--- config.mk ---
export PLATFORM = sky130hd
export DESIGN_NAME = evrec_dma
export DESIGN_NICKNAME = d
export VERILOG_FILES = /design/src/rtl/evrec_pkg.sv /design/src/rtl/evrec_wordbuf.sv /design/src/rtl/evrec_fetch.sv /design/src/rtl/evrec_parser.sv /design/src/rtl/evrec_dma.sv
export SDC_FILE = /design/constraint.sdc
export NUM_CORES = 2
export LEC_CHECK = 0
export ABC_AREA = 1
export BUFFER_PORTS_ARGS = -buffer_cell sky130_fd_sc_hd__buf_2
export CAP_MARGIN = 20
export CORE_ASPECT_RATIO = 0.6
export CORE_MARGIN = 3
export CORE_UTILIZATION = 45
export DETAILED_ROUTE_END_ITERATION = 8
export PLACE_DENSITY = 0.65
export SLEW_MARGIN = 10
export SYNTH_ARGS = -nofsm -noshare
export SYNTH_HDL_FRONTEND = slang
export SYNTH_SLANG_ARGS = --single-unit
--- constraint.sdc ---
create_clock -name clk -period 4.01 [get_ports clk]
set_clock_uncertainty 0.05 [all_clocks]
set_input_delay 0.2005 -clock clk [delete_from_list [all_inputs] [get_ports clk]]
set_output_delay 0.2005 -clock clk [all_outputs]
set_load 0.1 [all_outputs]
--- src/rtl/evrec_pkg.sv ---
package evrec_pkg;
  localparam int CHAN_W    = 24;
  localparam int TS_W      = 64;
  localparam int EADDR_W   = 8;
  localparam int EDATA_W   = 512;
  localparam int WORD_W    = 64;
  localparam int MAX_DBYTES = EDATA_W / 8;
  // length byte + channel + timestamp + sub-address
  localparam int HDR_BYTES = 1 + CHAN_W / 8 + TS_W / 8 + EADDR_W / 8;

  typedef struct packed {
    logic [CHAN_W-1:0]  chan;
    logic [TS_W-1:0]    ts;
    logic [EADDR_W-1:0] addr;
    logic [EDATA_W-1:0] data;
  } evcmd_t;

  typedef enum logic [1:0] {PS_IDLE, PS_LEN, PS_BODY, PS_ISSUE} pstate_e;
  typedef enum logic [1:0] {FS_IDLE, FS_RUN, FS_DRAIN} fstate_e;
endpackage

--- src/rtl/evrec_wordbuf.sv ---
module evrec_wordbuf #(
  parameter int W     = 64,
  parameter int DEPTH = 16,
  localparam int AW   = $clog2(DEPTH),
  localparam int CW   = AW + 1
) (
  input  logic          clk,
  input  logic          rst,
  input  logic          clr,
  input  logic          wr_en,
  input  logic [W-1:0]  wr_data,
  input  logic          rd_en,
  output logic [W-1:0]  rd_data,
  output logic          empty,
  output logic [CW-1:0] count
);
  logic [W-1:0]  mem [DEPTH];
  logic [AW-1:0] wp, rp;

  // storage kept free of reset so it maps onto block RAM
  always_ff @(posedge clk) begin
    if (wr_en) mem[wp] <= wr_data;
    if (rd_en) rd_data <= mem[rp];
  end

  always_ff @(posedge clk) begin
    if (rst || clr) begin
      wp    <= '0;
      rp    <= '0;
      count <= '0;
    end else begin
      if (wr_en) wp <= wp + AW'(1);
      if (rd_en) rp <= rp + AW'(1);
      count <= count + (wr_en ? CW'(1) : CW'(0)) - (rd_en ? CW'(1) : CW'(0));
    end
  end

  assign empty = (count == '0);
endmodule

--- src/rtl/evrec_fetch.sv ---
module evrec_fetch
  import evrec_pkg::*;
#(
  parameter int AW    = 32,
  parameter int BURST = 4,
  parameter int DEPTH = 16,
  parameter int CW    = 5,
  localparam int OW   = $clog2(DEPTH + BURST + 1),
  localparam int BURST_BYTES = BURST * (WORD_W / 8)
) (
  input  logic              clk,
  input  logic              rst,
  input  logic              start,
  input  logic [AW-1:0]     base,
  input  logic              stop,
  input  logic [CW-1:0]     buf_count,
  output logic              active,
  output logic              ar_valid,
  input  logic              ar_ready,
  output logic [AW-1:0]     ar_addr,
  output logic [7:0]        ar_len,
  output logic [2:0]        ar_size,
  output logic [1:0]        ar_burst,
  input  logic              r_valid,
  output logic              r_ready,
  input  logic [WORD_W-1:0] r_data,
  output logic              push,
  output logic [WORD_W-1:0] push_data
);
  fstate_e       st;
  logic [OW-1:0] outst;
  logic          ar_hs, r_hs, room;

  assign ar_len   = 8'(BURST - 1);
  assign ar_size  = 3'(3);
  assign ar_burst = 2'b01;
  assign r_ready  = 1'b1;
  assign ar_hs    = ar_valid && ar_ready;
  assign r_hs     = r_valid;

  // a burst is requested only when the buffer can take every beat in flight
  assign room = (int'(buf_count) + int'(outst) + BURST) <= DEPTH;

  assign push      = r_hs && (st == FS_RUN) && !stop;
  assign push_data = r_data;
  assign active    = (st != FS_IDLE);

  always_ff @(posedge clk) begin
    if (rst) begin
      st       <= FS_IDLE;
      ar_valid <= 1'b0;
      ar_addr  <= '0;
      outst    <= '0;
    end else begin
      outst <= outst + (ar_hs ? OW'(BURST) : OW'(0)) - (r_hs ? OW'(1) : OW'(0));
      if (ar_hs) begin
        ar_valid <= 1'b0;
        ar_addr  <= ar_addr + AW'(BURST_BYTES);
      end
      unique case (st)
        FS_IDLE: if (start) begin
          st      <= FS_RUN;
          ar_addr <= base & ~AW'(7);
        end
        FS_RUN: begin
          if (stop) st <= FS_DRAIN;
          else if (!ar_valid && room) ar_valid <= 1'b1;
        end
        FS_DRAIN: if (!ar_valid && outst == '0) st <= FS_IDLE;
        default: st <= FS_IDLE;
      endcase
    end
  end
endmodule

--- src/rtl/evrec_parser.sv ---
module evrec_parser
  import evrec_pkg::*;
(
  input  logic              clk,
  input  logic              rst,
  input  logic              start,
  input  logic              buf_empty,
  output logic              buf_rd,
  input  logic [WORD_W-1:0] buf_data,
  input  logic              dn_busy,
  output logic              cmd_valid,
  output evcmd_t            cmd,
  output logic              done
);
  pstate_e             st;
  logic [WORD_W-1:0]   word;
  logic [2:0]          bi;
  logic                have, pend;
  logic [7:0]          len, idx;
  logic [CHAN_W-1:0]   acc_chan;
  logic [TS_W-1:0]     acc_ts;
  logic [EADDR_W-1:0]  acc_addr;
  logic [EDATA_W-1:0]  acc_data;
  logic [7:0]          cur;
  logic                take, rec_begin;

  assign cur       = word[WORD_W-1 -: 8];
  assign take      = have && (st == PS_LEN || st == PS_BODY);
  assign rec_begin = take && (st == PS_LEN);
  assign buf_rd    = (st == PS_LEN || st == PS_BODY) && !have && !pend && !buf_empty;

  always_ff @(posedge clk) begin
    if (rst) begin
      st        <= PS_IDLE;
      word      <= '0;
      bi        <= '0;
      have      <= 1'b0;
      pend      <= 1'b0;
      len       <= '0;
      idx       <= '0;
      acc_chan  <= '0;
      acc_ts    <= '0;
      acc_addr  <= '0;
      cmd_valid <= 1'b0;
      cmd       <= '0;
      done      <= 1'b0;
    end else begin
      cmd_valid <= 1'b0;
      done      <= 1'b0;
      pend      <= buf_rd;
      if (pend) begin
        word <= buf_data;
        have <= 1'b1;
        bi   <= '0;
      end
      if (take) begin
        word <= word << 8;
        bi   <= bi + 3'd1;
        if (bi == 3'd7) have <= 1'b0;
      end
      unique case (st)
        PS_IDLE: if (start) begin
          st   <= PS_LEN;
          have <= 1'b0;
        end
        PS_LEN: if (take) begin
          acc_chan <= '0;
          acc_ts   <= '0;
          acc_addr <= '0;
          if (cur == 8'd0) begin
            st   <= PS_IDLE;
            done <= 1'b1;
          end else if (cur == 8'd1) begin
            st <= PS_ISSUE;
          end else begin
            len <= cur;
            idx <= 8'd1;
            st  <= PS_BODY;
          end
        end
        PS_BODY: if (take) begin
          if (idx >= 8'd1 && idx <= 8'd3)
            acc_chan <= {cur, acc_chan[CHAN_W-1:8]};
          else if (idx >= 8'd4 && idx <= 8'd11)
            acc_ts <= {cur, acc_ts[TS_W-1:8]};
          else if (idx == 8'd12)
            acc_addr <= cur;
          if (idx == len - 8'd1) st <= PS_ISSUE;
          else idx <= idx + 8'd1;
        end
        PS_ISSUE: if (!dn_busy) begin
          cmd.chan  <= acc_chan;
          cmd.ts    <= acc_ts;
          cmd.addr  <= acc_addr;
          cmd.data  <= acc_data;
          cmd_valid <= 1'b1;
          st        <= PS_LEN;
        end
        default: st <= PS_IDLE;
      endcase
    end
  end

  // one byte lane per data position, cleared at each record start
  for (genvar k = 0; k < MAX_DBYTES; k++) begin : g_lane
    always_ff @(posedge clk) begin
      if (rst || rec_begin)
        acc_data[8*k +: 8] <= '0;
      else if (take && st == PS_BODY && idx == 8'(HDR_BYTES + k))
        acc_data[8*k +: 8] <= cur;
    end
  end
endmodule

--- src/rtl/evrec_dma.sv ---
module evrec_dma
  import evrec_pkg::*;
#(
  parameter int AW    = 32,
  parameter int BURST = 4,
  parameter int DEPTH = 16,
  localparam int CW   = $clog2(DEPTH) + 1
) (
  input  logic               clk,
  input  logic               rst,
  input  logic               ctl_base_wr,
  input  logic [AW-1:0]      ctl_base_data,
  input  logic               ctl_start,
  input  logic [1:0]         ctl_err_clr,
  output logic               stat_enable,
  output logic [1:0]         stat_err,
  output logic               m_ar_valid,
  input  logic               m_ar_ready,
  output logic [AW-1:0]      m_ar_addr,
  output logic [7:0]         m_ar_len,
  output logic [2:0]         m_ar_size,
  output logic [1:0]         m_ar_burst,
  input  logic               m_r_valid,
  output logic               m_r_ready,
  input  logic [WORD_W-1:0]  m_r_data,
  output logic               ev_valid,
  output logic [CHAN_W-1:0]  ev_chan,
  output logic [TS_W-1:0]    ev_time,
  output logic [EADDR_W-1:0] ev_addr,
  output logic [EDATA_W-1:0] ev_data,
  input  logic               ev_busy,
  input  logic               ev_err_underflow,
  input  logic               ev_err_unreach
);
  logic [AW-1:0]     base_q;
  logic              active, start, done;
  logic              push, buf_rd, buf_empty;
  logic [WORD_W-1:0] push_data, buf_data;
  logic [CW-1:0]     buf_count;
  evcmd_t            cmd;

  assign start       = ctl_start && !active;
  assign stat_enable = active;

  always_ff @(posedge clk) begin
    if (rst) begin
      base_q   <= '0;
      stat_err <= '0;
    end else begin
      if (ctl_base_wr && !active) base_q <= ctl_base_data;
      stat_err <= (stat_err & ~ctl_err_clr) | {ev_err_unreach, ev_err_underflow};
    end
  end

  evrec_fetch #(.AW(AW), .BURST(BURST), .DEPTH(DEPTH), .CW(CW)) u_fetch (
    .clk, .rst, .start, .base(base_q), .stop(done), .buf_count, .active,
    .ar_valid(m_ar_valid), .ar_ready(m_ar_ready), .ar_addr(m_ar_addr),
    .ar_len(m_ar_len), .ar_size(m_ar_size), .ar_burst(m_ar_burst),
    .r_valid(m_r_valid), .r_ready(m_r_ready), .r_data(m_r_data),
    .push, .push_data
  );

  evrec_wordbuf #(.W(WORD_W), .DEPTH(DEPTH)) u_buf (
    .clk, .rst, .clr(done), .wr_en(push), .wr_data(push_data),
    .rd_en(buf_rd), .rd_data(buf_data), .empty(buf_empty), .count(buf_count)
  );

  evrec_parser u_parse (
    .clk, .rst, .start, .buf_empty, .buf_rd, .buf_data,
    .dn_busy(ev_busy), .cmd_valid(ev_valid), .cmd, .done
  );

  assign ev_chan = cmd.chan;
  assign ev_time = cmd.ts;
  assign ev_addr = cmd.addr;
  assign ev_data = cmd.data;
endmodule

Word level (Yosys, flattened, before mapping)
Memories as Yosys holds them, arrays and structs flattened. A register that Yosys moved wholly into a read port is not among the register bits.
Cells that the tools add are included.
Widths: inputs -> output; s select.
{"block": "totals", "reg_bits": 1392, "ram_bits": 1024, "input_bits": 107, "mem_count": 1}
{"memory": "u_buf.mem", "words": 16, "width": 64, "read_ports": 1, "rd_ports_with_merged_regs": 1, "write_ports": 1, "line": "evrec_wordbuf.sv:17", "text": "logic [W-1:0] mem [DEPTH];"}
{"block": "classes", "add_sub_neg": 12, "magnitude_cmp": 5, "n_eq_ne": 89, "mux": 56, "bitwise_logic": 9, "reduce_logical": 107}
{"operator": "$mux 64", "count": 6}
{"operator": "$eq 8x6->1 const B", "count": 32}
{"operator": "$eq 8x5->1 const B", "count": 16}
{"operator": "$pmux 64 s2", "count": 1}
{"operator": "$eq 8x7->1 const B", "count": 13}
{"operator": "$mux 32", "count": 3}
{"operator": "$mux 8", "count": 10}
{"operator": "$logic_and 1x1->1", "count": 79}
{"operator": "$mux 24", "count": 3}
{"operator": "$pmux 24 s2", "count": 1}
{"operator": "$add 32x4->32 const B", "count": 1}
{"operator": "$add 32x6->32 const B", "count": 1}
{"operator": "$eq 8x4->1 const B", "count": 4}
{"operator": "$le 32x6->1 const B", "count": 1}
{"operator": "$pmux 8 s2", "count": 2}
{"operator": "$mux 1", "count": 17}
{"operator": "$mux 2", "count": 8}
{"operator": "$ne 2x1->1 const B", "count": 8}
{"operator": "$ne 2x2->1 const B", "count": 8}
{"operator": "$reduce_and 6->1", "count": 2}
{"operator": "$add 5x5->5", "count": 2}
{"operator": "$logic_not 5->1", "count": 2}
{"operator": "$reduce_and 5->1", "count": 2}
{"operator": "$sub 5x5->5", "count": 2}
{"operator": "31 further kinds", "count": 54}

Logic depth before layout (Yosys ltp)
{"block": "logic_depth", "ltp_word": 7, "depth_mapped": 14, "ltp_nobuf": 14}

Hierarchy
From an unflattened synthesis, not the netlist that was laid out.
{"block": "unflattened", "hier_cells": 10476, "area_unflattened_um2": 96207.3}
{"module": "evrec_wordbuf", "instances": 1, "cells_each": 4297, "area_each_um2": 46553.4, "seq_area_each_um2": 32931.6}
{"module": "evrec_parser", "instances": 1, "cells_each": 5496, "area_each_um2": 45039.4, "seq_area_each_um2": 26125.1}
{"module": "evrec_fetch", "instances": 1, "cells_each": 464, "area_each_um2": 3150.5, "seq_area_each_um2": 740.7}
{"module": "evrec_dma", "instances": 1, "cells_each": 219, "area_each_um2": 1463.9, "seq_area_each_um2": 680.7}

Least setup slack after synthesis
Ideal clock, no wire load.
{"block": "synth_path", "path_type": "reg-to-reg", "startpoint": "register u_fetch.st[0]", "endpoint": "memory u_buf.mem[11][0], enable pin", "setup_ps": 486, "arrival_ps": 3590, "required_ps": 3474, "setup_slack_ps": -117, "stages_incl_launch_ff": 9, "synth_period_minus_slack_ps": 4127, "path_cell_list": "dfxtp_1 > inv_1 > nor2_1 > nand2_1 > inv_1 > nand2_1 > nor2_1 > nand2_1 > nor2_1"}
{"block": "synth_via", "elab_chain_len": 5}
{"element": "start: declaration", "line": "evrec_fetch.sv:30", "text": "fstate_e st;"}
{"element": "start signal: assignment", "line": "evrec_fetch.sv:50", "text": "st <= FS_IDLE;"}
{"element": "start signal: assignment", "line": "evrec_fetch.sv:62", "text": "st <= FS_RUN;"}
{"element": "start signal: assignment", "line": "evrec_fetch.sv:66", "text": "if (stop) st <= FS_DRAIN;"}
{"element": "$eq 2x1->1", "line": "evrec_fetch.sv:44", "text": "assign push = r_hs && (st == FS_RUN) && !stop;"}
{"element": "$logic_and 1x1->1 (2 in series)", "line": "evrec_fetch.sv:44"}
{"element": "$mux 1", "line": "evrec_wordbuf.sv:22", "text": "if (wr_en) mem[wp] <= wr_data;"}
{"element": "$mux 1 (implied by the code)", "line": "evrec_wordbuf.sv:22"}
{"element": "end: declaration", "line": "evrec_wordbuf.sv:17"}
Every way passes these cells.

Worst setup path in the final report
{"block": "layout_path", "startpoint": "register u_parse.st[0]", "endpoint": "register u_parse.acc_data[77]"}
{"block": "layout_via", "elab_chain_len": 5, "word_cells_on_any_way": 8}
{"element": "start: declaration", "line": "evrec_parser.sv:15", "text": "pstate_e st;"}
{"element": "start signal: assignment", "line": "evrec_parser.sv:34", "text": "st <= PS_IDLE;"}
{"element": "start signal: assignment", "line": "evrec_parser.sv:63", "text": "st <= PS_LEN;"}
{"element": "start signal: assignment", "line": "evrec_parser.sv:71", "text": "st <= PS_IDLE;"}
{"element": "$eq 2x1->1 / $eq 2x2->1 (equally long branches)", "line": "evrec_parser.sv:28, evrec_parser.sv:29, evrec_parser.sv:109"}
{"element": "$logic_or 1x1->1", "line": "evrec_parser.sv:28", "text": "assign take = have && (st == PS_LEN || st == PS_BODY);"}
{"element": "$logic_and 1x1->1", "line": "evrec_parser.sv:28"}
{"element": "$logic_and 1x1->1 (on tied branches)", "line": "evrec_parser.sv:109, evrec_parser.sv:29"}
{"element": "$logic_and 1x1->1 / $logic_or 1x1->1 (equally long branches)", "line": "evrec_parser.sv:109, evrec_parser.sv:107"}
{"element": "end signal: indexed assignment", "line": "evrec_parser.sv:110", "text": "acc_data[8*k +: 8] <= cur;"}
{"element": "end: declaration", "line": "evrec_parser.sv:23", "text": "logic [EDATA_W-1:0] acc_data;"}
Parallel ways exist; a longest one is shown, timed or not.
A chain may end at the register's enable or synchronous reset.

==> impl_metrics.csv <==
group,metric,value,unit
status,status,"complete, no violations",
synthesis,synth_area_leaders,"edfxtp_1 36%, dfxtp_1 30%, o21ai_0 8.1%",
synthesis,syn_area_per_cell,10.68,sq um
flow_run,cap_violations,0,
floorplan,num_rows,127,
finish,multi_input_area,26830,sq um
setup_path,path_class,"reg -> reg",
timing,fin_crit_sh,82.82,%
timing,min_period,3.321,ns
synthesis,synth.most_common_cell,"nor2_1",
global_routing,grt_use_total,25.55,%
place,dp.cells,11450,
detailed_routing,drc_errors,0,
timing,worst_pin_slew,1.434,ns
pwr,comb_power_share,20.2,%
detailed_routing,vias,67610,
synthesis,synth_cells,8533,
pwr,swShare,32.47,%
place,dpl_worst_slack,0.7091,ns
setup_path,ff2ff_setup_slack,0.69,ns
clocking,clock_tree.buffer_depth,4,
setup_path,crit_fanout,20,
setup_path,start_kind,"register",
floorplan,fp.dieW,587.0,um
synthesis,synth_seq_cells,2474,
setup_path,r2r-start,"u_parse.st[0]",
timing,fin_ws,0.6889,ns
timing,final-hold-violation-count,0,
synthesis,synth_top_area_share,35.84,%
synthesis,synth.distinct_cells,52,
floorplan,core_area,200500,sq um
synthesis,netlist_area,91160,sq um
synthesis,async_flop_share,0,%
worst_hold_path,hold_path_startpoint,"ctl_base_data[5]",
timing,rsz0062_at_grt,"no",
synthesis,synth_top_cells_by_count,"1515 x nor2_1, 1471 x o21ai_0, 1386 x dfxtp_1",
finish,nFillCells,17340,
clocking,cts_tree,"yes",
synthesis,synth_top_cell_by_area,"edfxtp_1",
clocking,cts-root-buf,"clkbuf_16",
finish,stdcell_count,11940,
worst_hold_path,worstHoldEndpoint,"base_q[5]",
place,hpwl,166.6,mm
detailed_routing,ant_nets,0,
timing,fmax,301.1,MHz
global_routing,grt-ovfl-total,0,
place,routabilityCongestion,0.8540,
setup_path,crit_path_top_delay_cell,"nor2_1",
floorplan,die_y,354.6,um
global_routing,grt_max_degree,231,
synthesis,synth-edff-count,1088,
clocking,clk_pin_slew_worst_paths,0.07,ns
detailed_routing,dr.pass1.iters,5,
pwr,vdd_drop_max,387.2,uV
setup_path,r2r_end,"u_parse.acc_data[77]",
setup_path,max_stage_delay,0.91,ns
pwr,p_switching,20.21,mW
setup_path,reg2reg_depth,8,
pwr,internal_power,42.04,mW
clocking,cts_setup_buffers,0,
pwr,p_leak,40.77,nW
setup_path,critical_path.top_delay_family,"simple AND/OR/NAND/NOR gates",
pwr,power.total,62.26,mW
finish,final_nets,9212,
setup_path,cp-end-kind,"register",
clocking,cts-htree-levels,4,
timing,relSlewSlack,4.414,%
floorplan,die_area,208200,sq um
clocking,cts_num_sinks,2474,
pwr,powerDensity,592.1,nW/um^2
setup_path,setup.worst_path.start,"u_parse.st[0]",
finish,regArea,60430,sq um
detailed_routing,wire_per_inst,23.19,um
worst_hold_path,hold_depth,4,
synthesis,ys_warn_count,0,
global_routing,grt_pass1_wl,409.5,mm
finish,syn2layout_area_growth,15.34,%
setup_path,crit_arrival,4.03,ns
setup_path,required,4.72,ns
detailed_routing,viasPerCell,5.662,
setup_path,path_cells,"inv_1, ha_2, nand2_2, inv_2, nand4_4, nor2_1, o21ai_0, a21oi_1",
synthesis,ys.flop_type,"dfxtp_1",
global_routing,grt_pass1_vias,63600,
synthesis,yosysSeqAreaShare,66.28,%
global_routing,antenna_found_initial,5,
detailed_routing,dr.first_iter.drc_count,6925,
detailed_routing,drt_wl_total,276.9,mm
worst_hold_path,hp-class,"in -> reg",
pwr,sequentialPowerShare,46.3,%
floorplan,io_pins,766,
timing,drv_slew,0,
clocking,numCtsBuffers,221,
floorplan,start_util,45.46,%
place,io_buffer_count,745,
finish,drive_gt1_share,14.76,%
setup_path,crit_buf_inv,2,
clocking,clk_latency,0.85,ns
timing,setup_violations,0,
pwr,power_frac_clock,33.6,%
[worst max path at each step]
stage / endpoint / cells after the start
after floorplan: u_buf.mem[11][0] / 8
after global placement: u_parse.acc_data[99] / 9
after detailed placement: u_parse.acc_data[77] / 8
after CTS: u_parse.acc_data[77] / 8
after global routing: u_parse.acc_data[72] / 8
final: u_parse.acc_data[77] / 8
[power by group through the flow]
stage	combinational [mW]	sequential (mW)	clock [mW]
CTS	12.5	28.8	21.2
detailed placement	12.4	29.3	0
finish	12.6	28.8	20.9
floorplan	5.58	32.6	0
global placement	12.2	29.3	0
global route	13.4	28.9	22.3
[placed cells by master (no fill, tap or decap), types with 133 or more instances in the layout]
| master | netlist | final |
|---|---|---|
| dfxtp_1 | 1386 | 1381 |
| o221ai_1 | 222 | 222 |
| a21oi_1 | 845 | 845 |
| inv_1 | 284 | 280 |
| clkbuf_16 | 0 | 223 |
| nand2_1 | 246 | 245 |
| nor2_1 | 1515 | 1498 |
| nand3_1 | 134 | 133 |
| edfxtp_1 | 1088 | 1088 |
| mux2i_1 | 218 | 218 |
| buf_2 | 125 | 744 |
| o21ai_0 | 1471 | 1471 |
[stage by stage]
step / hold WS (ns) / instance area [sq um] / setup TNS, ns / util, %
floorplan: 0.2494 / 91210 / -112.56 / -
global placement: 0.3609 / 97110 / 0 / 48.43
detailed placement: 0.3646 / 97110 / 0 / 48.43
CTS: 0.05290 / 105100 / 0 / 52.41
global route: 0.1086 / 105100 / 0 / 52.42
finish: 0.1215 / 105100 / 0 / 52.43
[timing repair]
action / in CTS / in global routing
hold endpoints to repair: 1102 / 0
resized for setup: 0 / 0
hold buffers: 104 / 0
[per-layer routing]
layer | global-route usage (%) | routed length, um | vias to the layer above
li1 | - | - | 31110
met1 | 37.58 | 124600 | 33300
met2 | 37.39 | 119200 | 2714
met3 | 4.719 | 22140 | 487
met4 | 9.785 | 10960 | 2
met5 | 0 | 13 | -
[sequential cells by signal (all words and copies together) (netlist names), 4 cells and up]
signal / flops
base_q: 29
u_fetch.outst: 5
u_parse.acc_data: 512
u_buf.mem: 1024
u_parse.cmd: 608
u_fetch.ar_addr: 29
u_parse.acc_chan: 24
u_buf.count: 5
u_parse.word: 64
u_buf.rp: 4
u_parse.len: 8
u_parse.acc_addr: 8
u_parse.idx: 8
u_parse.acc_ts: 64
u_buf.wp: 4
u_buf.rd_data: 64
[cells by family (layout without fill, tap and decap cells)]
group	Yosys count	in the layout	synth area share [%]
DFF	2474	2474	66.28
xor gates and xnor gates	27	27	0.2594
AOI/OAI and AO/OA	2782	2782	17.10
and+or+nand+nor	2001	2001	8.916
adders and majority gates	37	37	0.5326
buffers and inverters	992	1670	4.512
other	2	23	0.008239
muxes	218	218	2.394
[worst min-delay path: stages]
cell and delay [ns]:
dlygate4sd3_1 0.53, buf_2 0.10, o21ai_0 0.07, nor2_1 0.08
[final cells by class]
class / instances / area share (%)
inverter: 314 / 1.152
sequential: 2474 / 57.48
clock buffer: 293 / 5.767
timing repair buffer: 975 / 5.998
multi-input combinational: 5082 / 25.52
antenna: 6 / 0.01428
tap: 2709 / 3.224
clock inverter: 88 / 0.8521
(Power assumes the default switching activity.)
